## config.mk

```make
export PLATFORM = sky130hd
export DESIGN_NAME = arith_flag_unit
export DESIGN_NICKNAME = d
export VERILOG_FILES = /design/src/rtl/afu_pkg.sv /design/src/rtl/afu_addsub.sv /design/src/rtl/afu_logic.sv /design/src/rtl/afu_status.sv /design/src/rtl/arith_flag_unit.sv
export SDC_FILE = /design/constraint.sdc
export NUM_CORES = 1
export LEC_CHECK = 0
export ABC_AREA = 1
export BUFFER_PORTS_ARGS = -buffer_cell sky130_fd_sc_hd__buf_2
export CORE_UTILIZATION = 50
export CTS_BUF_LIST = sky130_fd_sc_hd__clkbuf_4 sky130_fd_sc_hd__clkbuf_8 sky130_fd_sc_hd__clkbuf_16
export CTS_CLUSTER_SIZE = 16
export DETAILED_ROUTE_END_ITERATION = 8
export GPL_TIMING_DRIVEN = 0
export PLACE_DENSITY_LB_ADDON = 0.08
export SYNTH_ARGS = -nofsm -noshare
export SYNTH_HDL_FRONTEND = slang
export SYNTH_SLANG_ARGS = --single-unit
```

## constraint.sdc

```tcl
create_clock -name clk -period 2.75 [get_ports clk]
set_clock_uncertainty 0.2 [all_clocks]
set_input_delay 0.275 -clock clk [delete_from_list [all_inputs] [get_ports clk]]
set_output_delay 0.275 -clock clk [all_outputs]
set_load 0.005 [all_outputs]
```

## src/rtl/afu_pkg.sv

```systemverilog
package afu_pkg;

  typedef enum logic [2:0] {
    OP_ADD = 3'd0,
    OP_ADC = 3'd1,
    OP_SUB = 3'd2,
    OP_SBB = 3'd3,
    OP_AND = 3'd4,
    OP_OR  = 3'd5,
    OP_XOR = 3'd6,
    OP_CMP = 3'd7
  } afu_op_e;

  localparam int FLAG_W  = 16;
  localparam int NCTL    = 3;

  // bit positions inside the packed flags word
  localparam int FB_CF   = 0;
  localparam int FB_ONE  = 1;
  localparam int FB_PF   = 2;
  localparam int FB_AF   = 4;
  localparam int FB_ZF   = 6;
  localparam int FB_SF   = 7;
  localparam int FB_TF   = 8;
  localparam int FB_IF   = 9;
  localparam int FB_DF   = 10;
  localparam int FB_OF   = 11;

  // command mask bit order
  localparam int CB_TF   = 0;
  localparam int CB_IF   = 1;
  localparam int CB_DF   = 2;

  typedef struct packed {
    logic cf;
    logic pf;
    logic af;
    logic zf;
    logic sf;
    logic of;
  } afu_stat_t;

endpackage

```

## src/rtl/afu_addsub.sv

```systemverilog
module afu_addsub #(
  parameter int W = 16
) (
  input  logic [W-1:0] a,
  input  logic [W-1:0] b,
  input  logic         sub,
  input  logic         carry_in,
  output logic [W-1:0] sum,
  output logic         cf,
  output logic         af,
  output logic         of
);
  localparam int NIB = 4;

  logic [W-1:0] b_eff;
  logic         cin;
  logic [W:0]   full;
  logic [NIB:0] nib;

  // subtraction is a + ~b + 1, with the borrow folded in as an inverted carry
  assign b_eff = sub ? ~b : b;
  assign cin   = sub ? ~carry_in : carry_in;
  assign full  = {1'b0, a} + {1'b0, b_eff} + {{W{1'b0}}, cin};
  assign nib   = {1'b0, a[NIB-1:0]} + {1'b0, b_eff[NIB-1:0]} + {{NIB{1'b0}}, cin};

  assign sum = full[W-1:0];
  assign cf  = full[W] ^ sub;
  assign af  = nib[NIB] ^ sub;
  assign of  = (a[W-1] == b_eff[W-1]) && (full[W-1] != a[W-1]);
endmodule

```

## src/rtl/afu_logic.sv

```systemverilog
module afu_logic #(
  parameter int W = 16
) (
  input  logic [W-1:0] a,
  input  logic [W-1:0] b,
  input  logic [1:0]   sel,
  output logic [W-1:0] y
);
  always_comb begin
    unique case (sel)
      2'd0:    y = a & b;
      2'd1:    y = a | b;
      2'd2:    y = a ^ b;
      default: y = a & b;
    endcase
  end
endmodule

```

## src/rtl/afu_status.sv

```systemverilog
module afu_status #(
  parameter int W = 16
) (
  input  logic [W-1:0] val,
  output logic         zf,
  output logic         sf,
  output logic         pf
);
  localparam int PW = (W < 8) ? W : 8;

  assign zf = (val == '0);
  assign sf = val[W-1];

  generate
    if (PW == W) begin : g_par_full
      assign pf = ~^val;
    end else begin : g_par_low
      assign pf = ~^val[PW-1:0];
    end
  endgenerate
endmodule

```

## src/rtl/arith_flag_unit.sv

```systemverilog
module arith_flag_unit
  import afu_pkg::*;
#(
  parameter int W = 16
) (
  input  logic         clk,
  input  logic         rst_n,
  input  logic         in_valid,
  input  logic [2:0]   op,
  input  logic [W-1:0] opnd_a,
  input  logic [W-1:0] opnd_b,
  input  logic [2:0]   ctl_set,
  input  logic [2:0]   ctl_clr,
  output logic         res_valid,
  output logic [W-1:0] result,
  output logic [15:0]  flags
);
  afu_op_e     op_e;
  logic        is_arith;
  logic        is_sub;
  logic        use_cf;
  logic [W-1:0] as_sum;
  logic        as_cf, as_af, as_of;
  logic [W-1:0] lg_y;
  logic [W-1:0] val;
  logic        st_zf, st_sf, st_pf;
  afu_stat_t   stat_d, stat_q;
  logic [NCTL-1:0] ctl_q;
  logic [W-1:0] res_q;
  logic        vld_q;

  assign op_e     = afu_op_e'(op);
  assign is_arith = ~op[2] | (op_e == OP_CMP);
  assign is_sub   = (op_e == OP_SUB) || (op_e == OP_SBB) || (op_e == OP_CMP);
  assign use_cf   = (op_e == OP_ADC) || (op_e == OP_SBB);

  afu_addsub #(.W(W)) u_addsub (
    .a        (opnd_a),
    .b        (opnd_b),
    .sub      (is_sub),
    .carry_in (use_cf & stat_q.cf),
    .sum      (as_sum),
    .cf       (as_cf),
    .af       (as_af),
    .of       (as_of)
  );

  afu_logic #(.W(W)) u_logic (
    .a   (opnd_a),
    .b   (opnd_b),
    .sel (op[1:0]),
    .y   (lg_y)
  );

  assign val = is_arith ? as_sum : lg_y;

  afu_status #(.W(W)) u_status (
    .val (val),
    .zf  (st_zf),
    .sf  (st_sf),
    .pf  (st_pf)
  );

  always_comb begin
    stat_d.cf = is_arith & as_cf;
    stat_d.af = is_arith & as_af;
    stat_d.of = is_arith & as_of;
    stat_d.zf = st_zf;
    stat_d.sf = st_sf;
    stat_d.pf = st_pf;
  end

  always_ff @(posedge clk or negedge rst_n) begin
    if (!rst_n) begin
      vld_q  <= 1'b0;
      res_q  <= '0;
      stat_q <= '0;
    end else begin
      vld_q <= in_valid;
      if (in_valid) begin
        stat_q <= stat_d;
        if (op_e != OP_CMP) res_q <= val;
      end
    end
  end

  // one storage cell per control flag; set outranks clear
  generate
    for (genvar i = 0; i < NCTL; i++) begin : g_ctl
      always_ff @(posedge clk or negedge rst_n) begin
        if (!rst_n) ctl_q[i] <= 1'b0;
        else if (in_valid && ctl_set[i]) ctl_q[i] <= 1'b1;
        else if (in_valid && ctl_clr[i]) ctl_q[i] <= 1'b0;
      end
    end
  endgenerate

  always_comb begin
    flags         = '0;
    flags[FB_ONE] = 1'b1;
    flags[FB_CF]  = stat_q.cf;
    flags[FB_PF]  = stat_q.pf;
    flags[FB_AF]  = stat_q.af;
    flags[FB_ZF]  = stat_q.zf;
    flags[FB_SF]  = stat_q.sf;
    flags[FB_OF]  = stat_q.of;
    flags[FB_TF]  = ctl_q[CB_TF];
    flags[FB_IF]  = ctl_q[CB_IF];
    flags[FB_DF]  = ctl_q[CB_DF];
  end

  assign res_valid = vld_q;
  assign result    = res_q;
endmodule

```

# ---- Word-level counts from Yosys, hierarchy flattened
# Index checks and enable logic that the tools add are counted.
dict set report word_totals {
  mem_bits_rw 0
  wordCells 63
  in_bits 44
  out_inout_bits 33
  latch_bits 0
  n_memories 0
  register_bits 26
  rom_bits 0
}
dict set report classes {
  n_bitwise 13
  n_lt_le_gt_ge 0
  n_reduce_logical 16
  eq_ne 9
  mul 0
  n_shift 0
  n_mux 10
  n_div 0
  n_addsub 4
}
# operator n
set op_table {}
lappend op_table {{$mux 16} 2}
lappend op_table {{$pmux 16 s2} 1}
lappend op_table {{$add 16x16->17} 1}
lappend op_table {{$add 17x1->17} 1}
lappend op_table {{$and 16x16->16} 1}
lappend op_table {{$logic_not 16->1} 1}
lappend op_table {{$not 16->16} 1}
lappend op_table {{$or 16x16->16} 1}
lappend op_table {{$xor 16x16->16} 1}
lappend op_table {{$reduce_xnor 8->1} 1}
lappend op_table {{$logic_and 1x1->1} 7}
lappend op_table {{$mux 1} 7}
lappend op_table {{$eq 3x2->1 const B} 2}
lappend op_table {{$reduce_bool 2->1} 3}
lappend op_table {{$add 4x4->5} 1}
lappend op_table {{$add 5x1->5} 1}
lappend op_table {{$and 1x1->1} 4}
lappend op_table {{$eq 3x1->1 const B} 1}
lappend op_table {{$eq 3x3->1 const B} 1}
lappend op_table {{$logic_or 1x1->1} 3}
lappend op_table {{$ne 3x3->1 const B} 1}
lappend op_table {{$eq 2x1->1 const B} 1}
lappend op_table {{$eq 2x2->1 const B} 1}
lappend op_table {{$not 1->1} 2}
lappend op_table {{other kinds (5)} 6}

# ---- Depth between registers and ports, before layout
dict set report depth {
  ltp_word 9
  ltp_mapped 23
  mapped_depth_nobuf 21
}

# ---- Modules after synthesis
# Synthesis repeated with hierarchy kept, for this count alone.
dict set report unflattened {
  hier_cells 587
  hier_area_um2 3801.1
}
# mod n_inst cells_per_inst area_per_inst_um2 seq_area_each_um2
set modules_own_cells {}
lappend modules_own_cells {arith_flag_unit 1 171 1380.1 650.6}
lappend modules_own_cells {afu_addsub 1 187 1131.1 0.0}
lappend modules_own_cells {afu_logic 1 188 1081.0 0.0}
lappend modules_own_cells {afu_status 1 41 209.0 0.0}

# ---- Least setup slack after synthesis
# No wires, ideal clock.
dict set report synth_path {
  path_kind {input-to-reg}
  startpoint {input op[0]}
  endpoint {register stat_q (netlist bit flags[2])}
  arrival_ns 3.212
  slack_ns -0.790
  stages 18
  path_buffers 1
  setup_ns 0.129
  cell_sequence {inv_1 ha_1 buf_2 or2_2 nand2_4 xor2_1 fa_1 fa_1 nand2_1 nand2_2 nand3_2 nand2_2 xor2_1 a21oi_1 ha_1 xnor2_1 xnor2_1 o21ai_0}
}
dict set report synth_via {
  elab_chain_len 8
  elab_cells_between_ends 19
  classes_between {2 x add/sub; 6 x eq/ne; 4 x mux; 3 x bitwise; 4 x reduce/logical}
}
# item line
set synth_rtl {}
lappend synth_rtl {{from (decl)} arith_flag_unit.sv:9} ;# input logic [2:0] op,
lappend synth_rtl {{$eq 3x2->1 (tied with other cells)} arith_flag_unit.sv:34} ;# assign is_sub = (op_e == OP_SUB) || (op_e == OP_SBB) || (op_e == OP_CMP);
lappend synth_rtl {{$logic_or 1x1->1, on equally long branches} {arith_flag_unit.sv:34, arith_flag_unit.sv:35}}
lappend synth_rtl {{$logic_or 1x1->1 / $and 1x1->1 (equally long branches)} {arith_flag_unit.sv:34, arith_flag_unit.sv:41}}
lappend synth_rtl {{$mux 16 / $not 1->1 (equally long branches)} {afu_addsub.sv:21, afu_addsub.sv:22}}
lappend synth_rtl {{$add 16x16->17 / $mux 1 (equally long branches)} {afu_addsub.sv:23, afu_addsub.sv:22}}
lappend synth_rtl {{$add 17x1->17} afu_addsub.sv:23} ;# assign full = {1'b0, a} + {1'b0, b_eff} + {{W{1'b0}}, cin};
lappend synth_rtl {{$mux 16 (*)} arith_flag_unit.sv:55} ;# assign val = is_arith ? as_sum : lg_y;
lappend synth_rtl {{$reduce_xnor 8->1 (*)} afu_status.sv:18} ;# assign pf = ~^val[PW-1:0];
lappend synth_rtl {{to (signal assigned)} arith_flag_unit.sv:81} ;# stat_q <= stat_d;
lappend synth_rtl {{to (decl)} arith_flag_unit.sv:27} ;# afu_stat_t stat_d, stat_q;
# Every way passes the cells marked *; elsewhere a longest branch is shown, timed or not.
# A chain may end at the register's enable or synchronous reset.

# ---- Worst setup path after layout
# Ends and elaborated chain as after synthesis.

==> results.rst <==
.. list-table::
   :header-rows: 1

   * - Metric
     - Value
   * - Highest clock rate
     - 307.4 MHz
   * - DRC violations left
     - 19
   * - Worst stage delay on the critical path
     - 430 ps
   * - Leading cell types in the layout, fill and taps excluded
     - sky130_fd_sc_hd__nand2_1 (113), sky130_fd_sc_hd__inv_1 (74), sky130_fd_sc_hd__buf_2 (73), sky130_fd_sc_hd__ha_1 (49), sky130_fd_sc_hd__o21ai_0 (32)
   * - Count of antenna-violating nets left after detailed routing
     - 0
   * - Detailed-route wire length
     - 9331 um
   * - Number of different library cells in the post-synthesis netlist
     - 38
   * - Clock insertion delay at the later pin of the skew report
     - 270 ps
   * - Top cells by area, synth
     - sky130_fd_sc_hd__ha_1 (20%), sky130_fd_sc_hd__dfrtp_1 (19%), sky130_fd_sc_hd__nand2_1 (14%), sky130_fd_sc_hd__inv_1 (8.6%), sky130_fd_sc_hd__xor2_1 (6.0%)
   * - Max Transition Viols Final
     - 0
   * - Detailed Routing Iterations Pass 1
     - 7
   * - Fraction of the mapped netlist area in simple logic gates
     - 25.42%
   * - Critical path launch point type
     - input port
   * - Final-layout worst hold slack
     - 41.41 ps
   * - Count of inserted antenna diode cells
     - 0
   * - FP Rows
     - 29
   * - Total congestion overflow after global routing
     - 0
   * - Number of buffers added by the clock tree synthesis step
     - 3
   * - Count of nets after finishing
     - 687
   * - Synthesized-area fraction occupied by ao, oa, aoi and oai cells
     - 14.05%
   * - Time the worst path needs with I/O delays and setup
     - 3253 ps
   * - Number of global-route vias before repair
     - 3,228
   * - H-tree Lvls
     - 1
   * - Required time reported for the critical path endpoint
     - 2710 ps
   * - Final setup viols
     - 8
   * - Maximum clock path buffer count
     - 2
   * - Post-route worst setup slack
     - -503.1 ps
   * - Area of placed instances
     - 3881 um2
   * - Root buffer cell
     - sky130_fd_sc_hd__clkbuf_8
   * - Failing checks
     - design-rule violations, negative setup slack
   * - Die area
     - 7046 um2
   * - Syn avg cell area
     - 6.865 um2
   * - Largest family of logic cells by synthesized area
     - simple AND/OR/NAND/NOR gates
   * - Dominant synthesized flop cell
     - sky130_fd_sc_hd__dfrtp_1
   * - Vias
     - 3,465
   * - Pin count of the biggest net entering global routing
     - 27
   * - Max Fanout on Critical Path
     - 4
   * - RSZ-0062 raised after global routing
     - true
   * - Count of clock tree sinks
     - 26
   * - Portion of netlist area occupied by mux cells
     - 0%
   * - Reg2reg start
     - flags[0]$_DFFE_PN0P_
   * - Worst-path cell chain
     - buf_12, ha_4, o211ai_1, xor2_2, fa_2, fa_2, nand2_2, nand2_4, nand3_4, nand2_4, xor2_2, a21oi_4, ha_4, xnor2_2, xnor2_1, o21ai_1
   * - Status
     - complete, but fails checks
   * - Cell with the biggest individual delay on the critical path
     - sky130_fd_sc_hd__fa_2
   * - LEAKAGE
     - 2.430 nW
   * - Area fraction of the dominant cell type after synthesis
     - 20.13%
   * - Tightest Pin Transition
     - 608.7 ps
   * - Number of synthesized flops with an enable pin
     - 0
   * - Worst hold path startpoint
     - ctl_set[2]
   * - Sequential cell area fraction in the yosys report
     - 19.38%
   * - Ratio of final minimum period to clock period
     - 118.3%
   * - Netlist Area Pre-Place
     - 3357 um2
   * - Final HPWL from detailed placement
     - 7109 um
   * - PD cells
     - 463.3 nW/um2
   * - Launching instance or port of the critical path
     - op[0]
   * - Number of DRC markers in iteration 0
     - 197
   * - Initial antenna violation count
     - 0
   * - Clock-pin slew on the worst setup and hold paths
     - 90 ps
   * - Final Hold Fails
     - 0
   * - # IOs
     - 77
   * - Synthesized netlist cell count
     - 489
   * - TritonCTS clock tree
     - built
   * - Fraction of final layout cells with drive strength greater than 1
     - 28.67%
   * - Via-to-Cell Ratio
     - 5.226
   * - Commonest non-fill, non-tap cell in the layout
     - sky130_fd_sc_hd__nand2_1
   * - Die W
     - 83.94 um
   * - Arr. time, crit path
     - 3220 ps
   * - Share of flip-flops with an asynchronous set or reset
     - 100.0%
   * - First-pass GRT wire length
     - 14,900 um
   * - Fraction of the mapped netlist area in adder cells
     - 21.32%
   * - Total Routing Usage GR
     - 26.49%
   * - Class of the tightest hold or removal check
     - in2reg
   * - Number of flip-flops and latches in the synthesized netlist
     - 26
   * - Cell type with the highest aggregate area in the netlist
     - sky130_fd_sc_hd__ha_1
   * - Post-synthesis share of cell area spent on xor and xnor gates
     - 7.044%
   * - Critical Path End Type
     - flop
   * - Die Y
     - 83.94 um
   * - Core region area
     - 6422 um2
   * - Sum of negative setup slack
     - -1316 ps
   * - Final weighted congestion in routability-driven placement
     - 0.9268
   * - Starting density of the core
     - 52.27%
   * - Power Total
     - 0.002019 W
   * - Summed area of non-filler cells in the final layout
     - 4358 um2
   * - Peak VDD IR
     - 0.0002419 V
   * - Normalized max-slew margin
     - 59.42%
   * - Yosys Warn Count
     - 0
   * - Crit Path Category
     - in2reg
   * - Area growth from synthesis to layout
     - 29.82%
   * - Max-cap violation count
     - 0
   * - I/O Buffers
     - 69
   * - Post-detailed-route wirelength per cell
     - 14.07 um
[synth_stat cells, drive strengths merged, types with 4 or more instances]
library cell	number
o21ai	39
nand3	23
dfrtp	26
xnor2	4
ha	54
xor2	23
a21oi	23
o211ai	10
nand2	132
buf	16
nor2	32
inv	80
[critical path: cells and delay by family]
| family | cells | cell delay [ps] |
|---|---|---|
| adders and majority gates | 4 | 1230 |
| AOI/OAI and AO/OA | 3 | 670 |
| xor gates and xnor gates | 4 | 620 |
| and+or+nand+nor | 4 | 300 |
| buffers and inverters | 1 | 120 |
[registers in the layout, summed over array words and instances, names as in the netlist]
| signal | flops |
|---|---|
| flags | 9 |
| result | 16 |
| res_valid | 1 |
[final timing paths]
kind / endpoint / slack [ps] / cells after the start
max: flags[2]$_DFFE_PN0P_ / -500 / 16
max in group asynchronous: result[10]$_DFFE_PN0P_ / 1660 / 2
max reg2reg: flags[2]$_DFFE_PN0P_ / -450 / 14
min reg2reg: flags[6]$_DFFE_PN0P_ / 270 / 2
min in group asynchronous: flags[9]$_DFFE_PN0P_ / 310 / 2
min: flags[10]$_DFFE_PN0P_ / 40 / 2
[where the power goes]
group / internal, W / switching, W / total, W
Sequential: 0.000462 / 0.0000407 / 0.000502
Combinational: 0.000518 / 0.000683 / 0.00120
Clock: 0.000195 / 0.000120 / 0.000315
Total: 0.00117 / 0.000844 / 0.00202
[logic make-up after synthesis]
group / Yosys count
adders and majority gates: 56
DFF: 26
buffers and inverters: 100
other: 2
xor gates and xnor gates: 27
AOI/OAI and AO/OA: 80
and+or+nand+nor: 198
[stage by stage]
stage	worst slack [ps]	util, %	instances
2_1_floorplan	-547.8	-	494
3_3_place_gp	-1301	60.43	640
3_5_place_dp	-1324	60.43	640
4_1_cts	-454.3	65.32	661
5_1_grt	-623.0	67.86	663
6_report	-503.1	67.86	663
[final cells by class]
class	count	area [um2]
flip-flops and latches	26	650.6
fillers	572	2064
clock buffers	3	41.29
well taps	77	96.34
multi-input cells	368	2559
inverters	81	319.1
plain buffers	18	121.4
clock inverters	1	30.03
repair buffers	89	540.5
[metal layers]
metal / track usage, % / part of all wire [%]
met5: 0 / 0
met4: 10.66 / 2.1
met3: 1.682 / 4.7
met2: 46.20 / 49
met1: 33.96 / 44
[what timing repair did]
item	CTS	global route
buffers inserted	19	2
hold buffers	2	0
endpoints found under the setup margin	17	11
endpoints found under the hold margin	27	0
pin swaps	19	25
resized for setup	30	35
Note: power is estimated with default switching activity, not from simulation.
